===== src/rtl/nvd_pkg.sv =====
// Shared definitions for the data EEPROM controller: register offsets,
// control bit positions, key values and the key-sequence state type.
package nvd_pkg;
    localparam logic [1:0] OFS_PTR  = 2'd0;
    localparam logic [1:0] OFS_DATA = 2'd1;
    localparam logic [1:0] OFS_CTRL = 2'd2;
    localparam logic [1:0] OFS_KEY  = 2'd3;

    localparam int CB_RD   = 0;
    localparam int CB_WR   = 1;
    localparam int CB_EN   = 2;
    localparam int CB_ERR  = 3;
    localparam int CB_DONE = 4;
    localparam int CB_IE   = 5;

    localparam logic [7:0] KEY_FIRST  = 8'h55;
    localparam logic [7:0] KEY_SECOND = 8'hAA;

    typedef enum logic [1:0] {
        KS_IDLE = 2'd0,
        KS_ONE  = 2'd1,
        KS_TWO  = 2'd2
    } key_state_t;
endpackage


===== src/rtl/nvd_keyseq.sv =====
// Timed two-key sequence tracker. Counts clocks since the last accepted
// step; the next step is legal only when exactly STEP_GAP clocks have passed.
// Any other bus access, a late step or a running write returns it to idle.
// Assumes STEP_GAP >= 1 and at most one bus access per clock.
module nvd_keyseq
    import nvd_pkg::*;
#(
    parameter int STEP_GAP = 2
) (
    input  logic       clk,
    input  logic       rst_n,
    input  logic       bus_act,
    input  logic       key_wr,
    input  logic [7:0] key_val,
    input  logic       busy,
    output logic       armed
);
    localparam int CW = $clog2(STEP_GAP + 1);
    localparam logic [CW-1:0] GAP = CW'(STEP_GAP);

    key_state_t    state;
    logic [CW-1:0] gap_cnt;
    logic          on_time;

    assign on_time = (gap_cnt == GAP);
    assign armed   = (state == KS_TWO) && on_time;

    // Advance the key sequence and its spacing counter.
    always_ff @(posedge clk) begin
        if (!rst_n || busy) begin
            state   <= KS_IDLE;
            gap_cnt <= '0;
        end else begin
            unique case (state)
                KS_IDLE: begin
                    if (key_wr && key_val == KEY_FIRST) begin
                        state   <= KS_ONE;
                        gap_cnt <= CW'(1);
                    end
                end
                KS_ONE: begin
                    if (bus_act) begin
                        if (key_wr && key_val == KEY_SECOND && on_time) begin
                            state   <= KS_TWO;
                            gap_cnt <= CW'(1);
                        end else begin
                            state <= KS_IDLE;
                        end
                    end else if (gap_cnt >= GAP) begin
                        state <= KS_IDLE;
                    end else begin
                        gap_cnt <= gap_cnt + CW'(1);
                    end
                end
                default: begin
                    if (bus_act || gap_cnt >= GAP) begin
                        state <= KS_IDLE;
                    end else begin
                        gap_cnt <= gap_cnt + CW'(1);
                    end
                end
            endcase
        end
    end


    second_key_chk: assert property (@(posedge clk) disable iff (!rst_n)
        (state == KS_TWO && $past(state) != KS_TWO) |-> $past(key_wr && key_val == KEY_SECOND));


    idle_in_write_chk: assert property (@(posedge clk) disable iff (!rst_n)
        busy |-> state == KS_IDLE);
endmodule


===== src/rtl/nvd_wtimer.sv =====
// Cell-write sequencer: captures target and value on start, holds them
// for WR_CYCLES clocks and pulses done in the last busy clock.
// Assumes start is only raised while not busy and WR_CYCLES >= 1.
module nvd_wtimer #(
    parameter int AW        = 6,
    parameter int WR_CYCLES = 16
) (
    input  logic          clk,
    input  logic          rst_n,
    input  logic          start,
    input  logic [AW-1:0] ptr_in,
    input  logic [7:0]    data_in,
    output logic          busy,
    output logic          done_pulse,
    output logic [AW-1:0] wr_ptr,
    output logic [7:0]    wr_data
);
    localparam int TW = $clog2(WR_CYCLES + 1);

    logic [TW-1:0] left;

    assign done_pulse = busy && (left == '0);

    // Run the write timer and hold the captured target/value.
    always_ff @(posedge clk) begin
        if (!rst_n) begin
            busy    <= 1'b0;
            left    <= '0;
            wr_ptr  <= '0;
            wr_data <= '0;
        end else if (start && !busy) begin
            busy    <= 1'b1;
            left    <= TW'(WR_CYCLES - 1);
            wr_ptr  <= ptr_in;
            wr_data <= data_in;
        end else if (busy) begin
            if (left == '0) busy <= 1'b0;
            else            left <= left - TW'(1);
        end
    end


    capture_hold_chk: assert property (@(posedge clk) disable iff (!rst_n)
        (busy && $past(busy)) |-> ($stable(wr_ptr) && $stable(wr_data)));


    no_restart_chk: assert property (@(posedge clk) disable iff (!rst_n)
        start |-> !busy);
endmodule


===== src/rtl/nvd_store.sv =====
// Byte array standing in for the nonvolatile cells: one combinational read
// port, one clocked write port. Cleared by reset to give a known image.
module nvd_store #(
    parameter int DEPTH = 64,
    parameter int AW    = 6
) (
    input  logic          clk,
    input  logic          rst_n,
    input  logic          we,
    input  logic [AW-1:0] waddr,
    input  logic [7:0]    wdata,
    input  logic [AW-1:0] raddr,
    output logic [7:0]    rdata
);
    logic [7:0] cells [DEPTH];

    assign rdata = cells[raddr];

    // Clear on reset, otherwise store the finished byte.
    always_ff @(posedge clk) begin
        if (!rst_n) begin
            for (int i = 0; i < DEPTH; i++) cells[i] <= '0;
        end else if (we) begin
            cells[waddr] <= wdata;
        end
    end
endmodule


===== src/rtl/nvd_ctrl.sv =====
// Register front end of the protected data EEPROM. Decodes the bus, holds
// pointer/data/control state and ties the key sequencer, write timer and
// store together. Assumes DEPTH is a power of two no larger than 256.
module nvd_ctrl
    import nvd_pkg::*;
#(
    parameter int DEPTH     = 64,
    parameter int WR_CYCLES = 16,
    parameter int STEP_GAP  = 2
) (
    input  logic       clk,
    input  logic       rst_n,
    input  logic       bus_sel,
    input  logic       bus_write,
    input  logic [1:0] bus_addr,
    input  logic [7:0] bus_wdata,
    output logic [7:0] bus_rdata,
    output logic       irq
);
    localparam int AW = $clog2(DEPTH);

    logic [AW-1:0] ptr_q;
    logic [7:0]    data_q;
    logic          en_q, err_q, done_q, ie_q;
    logic          ctrl_wr, key_wr, wr_req, rd_req, start, reject;
    logic          armed, busy, done_pulse;
    logic [AW-1:0] wr_ptr;
    logic [7:0]    wr_data, cell_q;

    assign ctrl_wr = bus_sel && bus_write && bus_addr == OFS_CTRL;
    assign key_wr  = bus_sel && bus_write && bus_addr == OFS_KEY;
    assign wr_req  = ctrl_wr && bus_wdata[CB_WR];
    assign start   = wr_req && en_q && armed && !busy;
    assign reject  = wr_req && !busy && !start;
    assign rd_req  = ctrl_wr && bus_wdata[CB_RD] && !busy;
    assign irq     = done_q && ie_q;

    nvd_keyseq #(.STEP_GAP(STEP_GAP)) u_keys (
        .clk(clk), .rst_n(rst_n), .bus_act(bus_sel), .key_wr(key_wr),
        .key_val(bus_wdata), .busy(busy), .armed(armed)
    );

    nvd_wtimer #(.AW(AW), .WR_CYCLES(WR_CYCLES)) u_timer (
        .clk(clk), .rst_n(rst_n), .start(start), .ptr_in(ptr_q),
        .data_in(data_q), .busy(busy), .done_pulse(done_pulse),
        .wr_ptr(wr_ptr), .wr_data(wr_data)
    );

    nvd_store #(.DEPTH(DEPTH), .AW(AW)) u_store (
        .clk(clk), .rst_n(rst_n), .we(done_pulse), .waddr(wr_ptr),
        .wdata(wr_data), .raddr(ptr_q), .rdata(cell_q)
    );

    // Pointer and data registers: software writes and read fills.
    always_ff @(posedge clk) begin
        if (!rst_n) begin
            ptr_q  <= '0;
            data_q <= '0;
        end else begin
            if (bus_sel && bus_write && bus_addr == OFS_PTR) ptr_q <= bus_wdata[AW-1:0];
            if (bus_sel && bus_write && bus_addr == OFS_DATA) data_q <= bus_wdata;
            else if (rd_req) data_q <= cell_q;
        end
    end

    // Control/status bits: enable, interrupt enable, sticky error and done.
    always_ff @(posedge clk) begin
        if (!rst_n) begin
            en_q   <= 1'b0;
            ie_q   <= 1'b0;
            err_q  <= 1'b0;
            done_q <= 1'b0;
        end else begin
            if (ctrl_wr) begin
                en_q <= bus_wdata[CB_EN];
                ie_q <= bus_wdata[CB_IE];
            end
            if (reject)       err_q <= 1'b1;
            else if (ctrl_wr) err_q <= err_q && bus_wdata[CB_ERR];
            if (done_pulse)   done_q <= 1'b1;
            else if (ctrl_wr) done_q <= done_q && bus_wdata[CB_DONE];
        end
    end

    // Read mux over the four register offsets.
    always_comb begin
        unique case (bus_addr)
            OFS_PTR:  bus_rdata = 8'(ptr_q);
            OFS_DATA: bus_rdata = data_q;
            OFS_CTRL: bus_rdata = {2'b00, ie_q, done_q, err_q, en_q, busy, 1'b0};
            default:  bus_rdata = 8'h00;
        endcase
    end


    start_needs_en_chk: assert property (@(posedge clk) disable iff (!rst_n)
        $rose(busy) |-> $past(en_q));


    finish_flags_chk: assert property (@(posedge clk) disable iff (!rst_n)
        $fell(busy) |-> done_q);


    en_sw_only_chk: assert property (@(posedge clk) disable iff (!rst_n)
        $fell(en_q) |-> $past(ctrl_wr));


    data_hold_chk: assert property (@(posedge clk) disable iff (!rst_n)
        !$stable(data_q) |-> $past(rd_req || (bus_sel && bus_write && bus_addr == OFS_DATA)));
endmodule


===== config.mk =====
export PLATFORM = sky130hd
export DESIGN_NAME = nvd_ctrl
export DESIGN_NICKNAME = d
export VERILOG_FILES = /design/src/rtl/nvd_pkg.sv /design/src/rtl/nvd_keyseq.sv /design/src/rtl/nvd_wtimer.sv /design/src/rtl/nvd_store.sv /design/src/rtl/nvd_ctrl.sv
export SDC_FILE = /design/constraint.sdc
export NUM_CORES = 1
export LEC_CHECK = 0
export BUFFER_PORTS_ARGS = -buffer_cell sky130_fd_sc_hd__buf_2
export CAP_MARGIN = 20
export CORE_UTILIZATION = 57
export DETAILED_ROUTE_END_ITERATION = 16
export PLACE_DENSITY = 0.76
export SYNTH_ARGS = -nofsm -noshare
export SYNTH_HDL_FRONTEND = slang
export SYNTH_SLANG_ARGS = --single-unit

===== constraint.sdc =====
create_clock -name clk -period 2.4 [get_ports clk]
set_input_delay 0.12 -clock clk [delete_from_list [all_inputs] [get_ports clk]]
set_output_delay 0.12 -clock clk [all_outputs]
set_load 0.005 [all_outputs]

After elaboration in Yosys (flattened, before gate mapping) --
Memory sizes are Yosys's and may differ from the RTL's. A register that Yosys moved wholly into a read port is not among the register bits. Index checks and enable logic that the tools add are counted.
Storage, ports and cells: bits in registers 42, latch bits 0, memories 1, memory bits (read-only) 0, output and inout port bits 9, logic and storage cells 107, input port bits 14, memory bits (writable) 512
Operators by class: add/sub/neg operators 2, divide/modulo/power cells 0, bitwise gates (word level) 2, equal/unequal tests 14, reductions and logical operators 41, mux-type cells 33, multiply operators 0, $lt $le $gt $ge 1, shift-type cells 0
Memory list:
- u_store.cells | words 64, width 8, rd ports 1, clocked after memory_dff 1, wr ports 64, line nvd_store.sv:15 | logic [7:0] cells [DEPTH];
Operators by type and width (number):
- 2-to-1 mux 8 bit | 3
- case mux 8 bit (3 select lines) | 1
- logical AND 1 bit | 22
- 2-to-1 mux 2 bit | 9
- 2-to-1 mux 6 bit | 3
- 2-to-1 mux 1 bit | 12
- 2-to-1 mux 4 bit | 3
- equality test 2 bit (second input constant) | 4
- equality test 8 x 7 -> 1 bit (second input constant) | 1
- equality test 8 bit (second input constant) | 1
- case mux 2 bit (2 select lines) | 2
- nonzero test 2 bit | 4
- OR reduction 8 bit | 1
- inequality test 3 x 2 -> 1 bit (second input constant) | 2
- inequality test 3 bit (second input constant) | 2
- logical NOT 5 bit | 1
- subtractor 5 x 1 -> 5 bit (second input constant) | 1
- equality test 2 x 1 -> 1 bit (second input constant) | 2
- logical NOT 2 bit | 2
- AND reduction 2 bit | 2
- AND reduction 4 bit | 1
- logical NOT 1 bit | 3
- AND reduction 3 bit | 1
- nonzero test 3 bit | 1
- 7 further kinds | 9

Logic depth before layout (Yosys ltp) --
depth in word-level cells 9, depth in mapped cells 9

By module --
Synthesis repeated with hierarchy kept, for this count alone.
Unflattened totals: cell total of the unflattened synthesis 1814, area total of the unflattened synthesis 25896.1 um^2
Modules (own cells, without submodules):
- nvd_store | cells each 1569, area each 23782.8 um^2, instances 1
- nvd_ctrl | cells each 115, area each 975.9 um^2, instances 1
- nvd_wtimer | cells each 96, area each 847.1 um^2, instances 1
- nvd_keyseq | cells each 34, area each 290.3 um^2, instances 1

Worst setup path before layout --
Ideal clock, no wire load.
path type reg2reg, from reg u_timer.left[0], to mem u_store.cells[61][0] (enable), stages on the path, launching flop included 9, setup slack -38 ps, clock period less this slack 2438 ps, path buffers 2, data required time 2016 ps, setup time 384 ps, arrival time 2054 ps, path through dfxtp_1 inv_1 ha_1 and4bb_1 and3b_1 buf_4 nand4_1 buf_2 o21ai_0
RTL lines:
- start, declared | line nvd_wtimer.sv:20 | logic [TW-1:0] left;
- start signal, assigned | line nvd_wtimer.sv:33 | left <= TW'(WR_CYCLES - 1);
- start signal, assigned | line nvd_wtimer.sv:38 | else left <= left - TW'(1);
- end, declared | line nvd_store.sv:15

==> results by group <==
Yosys
  • Post-Synth XOR/XNOR Area: 0.1012%
  • Post-synth net total: 1862
  • Top_reg_cell synth: edfxtp_1
  • Yosys cell types: 60
  • Synthesized area: 25980 µm²
  • Sequential area share after synthesis: 62.89%
  • Compound-gate portion of the synthesized area: 4.176%
  • Fraction of synthesis flops using an asynchronous set or reset pin: 0%
  • Syn Area/Cell: 14.07 µm²
  • Largest family of logic cells by synthesized area: simple AND/OR/NAND/NOR gates
  • Post-Synth Simple-Gate Area: 17.68%
  • Post-synth EDFFs: approximately 510
  • Mux contribution to synthesized area: between 10% and 20%
  • Synthesized flop and latch total: 560
  • Synth Area in Adders: 0.09633%
  • Synth warn: 0
  • Syn Inst Count: approximately 1800

Placement
  • Inst Count DP: 2440
  • Dpl hpwl: 40820 µm
  • Placer Congestion: between 0.8 and 0.9
  • Number of I/O port buffers: 22

Timing
  • Worst hold slack: 0.07223 ns
  • Setup-failing EPs final: 0
  • Final hold viol count: 0
  • Final min period: 2.324 ns
  • Final worst path period share: 96.85%
  • Slew headroom: 48.51%
  • Clock Skew: 0.02640 ns
  • Fmax: 430.2 MHz
  • Worst-Margin Slew: 0.7708 ns
  • Fin. max-slew vios: 0

Setup path
  • CP startpoint kind: flop
  • Crit Reg-Reg Endpoint: u_store.cells[1][7]
  • Setup crit end kind: flop
  • Crit path DAT: 2.64 ns
  • Critical path type: flop to flop
  • Reg2reg start: u_timer.left[0]
  • CP Max Fanout: 12
  • R2R Setup Slk: between 0.07 and 0.08 ns
  • R2R cell count: 8
  • Worst path required time: 2.71 ns

Detailed routing
  • Final wirelength: 63080 µm
  • Drt first pass iters: 5
  • Number of vias per cell: ~6.2
  • DRT antenna net count: 0
  • Remaining DRCs: 0
  • Total number of vias: about 16000
  • WL/cell: around 25 µm
  • Iteration-0 DRC Markers: about 2000

Global routing
  • Initial antenna violation count: 0
  • Vias in the first global route: 15830
  • GRT overflow: 0
  • Largest net degree at the start of global routing: roughly 100
  • GRT Total Usage: 27.64%
  • First-pass GRT wire length: 96510 µm

Floorplanning
  • Die Area: 46430 µm²
  • I/O Pins: 23
  • Initial Util: 58.23%
  • Die H: 215.5 µm
  • Horiz. Die Dim: 215.5 µm
  • Core footprint: 44610 µm²
  • Rows: 77

Clock tree
  • H-tree depth: 2
  • Reg clk slew, reported paths: ~0.060 ns
  • Clock root cell: clkbuf_16
  • Clock tree buffer depth: 3
  • Clk_lat worst skew: 0.62 ns
  • # clock sinks: 560
  • TritonCTS clock tree: yes
  • CTS Buf Count: between 50 and 60

Worst hold path
  • Worst Hold Path EP: u_timer.left[4]
  • Hold_sp: rst_n
  • Min-Delay Path Class: primary input to flop
  • Hold path depth: 4

Finish
  • # nets final: a little under 2000
  • Non-filler cells, final: between 2000 and 3000
  • P&R area growth vs syn: 13.31%
  • Fillers: ~3100
  • N_diodes: 0
  • Share of cells above drive strength 1: 19.80%

Power and ir drop
  • Max VDD drop: 537.1 µV
  • Pleak: 9.839 nW
  • Pwr dens: 700.0 nW/µm²

Outcome
  • Status: finished, final reports clean

Flow run
  • MaxCap Viol Count: 0
==> through the flow <==
step	TNS (ns)	util, %	setup slack (ns)	cell area, µm²	total power, mW
after floorplan	-1.856	-	-0.02672	25980	11.87
after global placement	0	61.33	0.04083	27360	12.22
final	0	65.99	0.07561	29430	20.60
after CTS	-1.381	65.64	-0.05407	29280	20.63
after global routing	-0.1789	65.99	-0.02087	29430	21.07
after detailed placement	-0.1455	61.33	-0.02331	27360	12.26
==> how the worst max path moves through the flow <==
| stage | startpoint | end | slack (ns) | cells after the start |
|---|---|---|---|---|
| after floorplan | u_timer.left[0] | u_store.cells[58][0] | -0.03 | 8 |
| after global placement | u_timer.left[0] | u_store.cells[63][3] | 0.04 | 8 |
| after detailed placement | u_timer.left[0] | u_store.cells[39][7] | -0.02 | 8 |
| after CTS | u_timer.left[0] | u_store.cells[0][3] | -0.05 | 8 |
| after global routing | u_timer.left[0] | u_store.cells[13][4] | -0.02 | 9 |
| final | u_timer.left[0] | u_store.cells[1][7] | 0.08 | 8 |
==> sequential cells by signal, summed over array words and instances (netlist names), named ones only <==
signal,flops
u_store.cells,512
data_q,8
u_timer.wr_data,8
ptr_q,6
u_timer.wr_ptr,6
u_timer.left,5
u_keys.gap_cnt,2
u_keys.state,2
done_q,1
en_q,1
err_q,1
ie_q,1
u_timer.busy,1
==> cell families after synthesis <==
group | count (synthesis)
compound gates | 172
buf+inv | 145
simple gates | 772
mux | 192
xor+xnor | 3
fa+ha+maj | 2
flops | 560
==> per-layer routing <==
| metal | vias to the layer above | part of all wire [%] | track usage (%) |
|---|---|---|---|
| met1 | 7988 | 41 | 39.12 |
| met4 | 0 | 3.2 | 9.622 |
| met3 | 131 | 7.6 | 3.467 |
| met5 | - | 0 | 0 |
| met2 | 755 | 48 | 44.58 |
| li1 | 6946 | - | - |
==> placed cells by master (no fill, tap or decap), types with 4 or more instances in the layout <==
cell           netlist  final
a21o_1               7      7
o21ai_1              0      9
nand3_1             20     19
a21oi_1              5      5
nand2_1             48     48
edfxtp_1           512    512
nand3b_1             8      8
mux4_2             107    107
a31oi_1              7      7
mux2i_1             85     85
nor2_2              13     31
and2_1             518    518
nand2b_1             6      6
o21ai_2              0      8
clkinv_1             0     12
o22ai_1              8      8
buf_4               14    101
nand4_1             10     10
inv_1                8      8
bufinv_16            0      5
clkinv_2             0     12
and4_1               7      7
buf_2               20     22
clkbuf_1            97     11
clkbuf_16            0     57
o21ai_0             79     62
buf_12               0     22
nor2_1              76     57
dlygate4sd3_1        0     14
o221ai_1             7      7
a22oi_1             33     33
nand4b_1             4      4
a21boi_0             5      5
dfxtp_2              0      9
nor2b_1             31     31
dfxtp_1             48     37
a211oi_1             8      8
==> cell usage after synthesis (all sizes together) (2+ instances only) <==
cell     number  share of area (%)
and2        518                 12
edfxtp      512                 59
mux4        107                9.3
clkbuf       97                1.4
nor2         89                1.4
mux2i        85                3.3
o21ai        79                1.5
dfxtp        48                3.7
nand2        48               0.69
buf          40               0.99
a22oi        33               0.95
nor2b        31               0.75
nand3        21               0.42
nand4        11               0.29
a211oi        8               0.23
inv           8               0.12
nand3b        8               0.23
o22ai         8               0.19
a21o          7               0.20
a31oi         7               0.17
and4          7               0.24
o221ai        7               0.24
nand2b        6               0.14
a21boi        5               0.14
a21oi         5              0.096
nand4b        4               0.13
nor3          4              0.096
nand4bb       3               0.13
nor3b         3              0.087
a2111oi       2              0.067
a311oi        2              0.067
and2b         2              0.058
and3          2              0.048
and3b         2              0.067
ha            2              0.096
nor4          2              0.048
nor4b         2              0.067
nor4bb        2              0.077
o21bai        2              0.058
or2           2              0.048
or3           2              0.048
or3b          2              0.067
xnor2         2              0.067
==> area by class of cell <==
class / count / area (µm²) / share of cell area, %
Tap cell: 592 / 740.7 / 2.516
Timing Repair Buffer: 160 / 1460 / 4.961
Inverter: 8 / 30.03 / 0.1020
Clock inverter: 33 / 290.3 / 0.9862
Sequential cell: 560 / 16350 / 55.56
Clock buffer: 68 / 1468 / 4.986
Multi-Input combinational cell: 1141 / 9091 / 30.89
==> repair_timing <==
action                                 CTS  global route
setup buffers                            0             7
pin swaps                                1             1
endpoints found under the hold margin   25             0
gates resized for setup                  6            29
hold buffers                            14             0
setup endpoints to repair              116           418
==> report_power, final <==
group          total (mW)  switching (mW)  leakage (nW)  internal, mW
clock network        8.50            3.63         0.870          4.87
logic               0.872           0.489          3.71         0.383
registers            11.2           0.174          5.26          11.1
==> critical path, cell delays in order, from the launching register on <==
cell and delay [ns]:
dfxtp_1 0.33, inv_1 0.06, ha_1 0.16, and4bb_1 0.22
and3b_1 0.25, buf_6 0.19, nand3_2 0.29, o21ai_0 0.29
buf_4 0.21
Note: power is estimated with default switching activity, not from simulation.
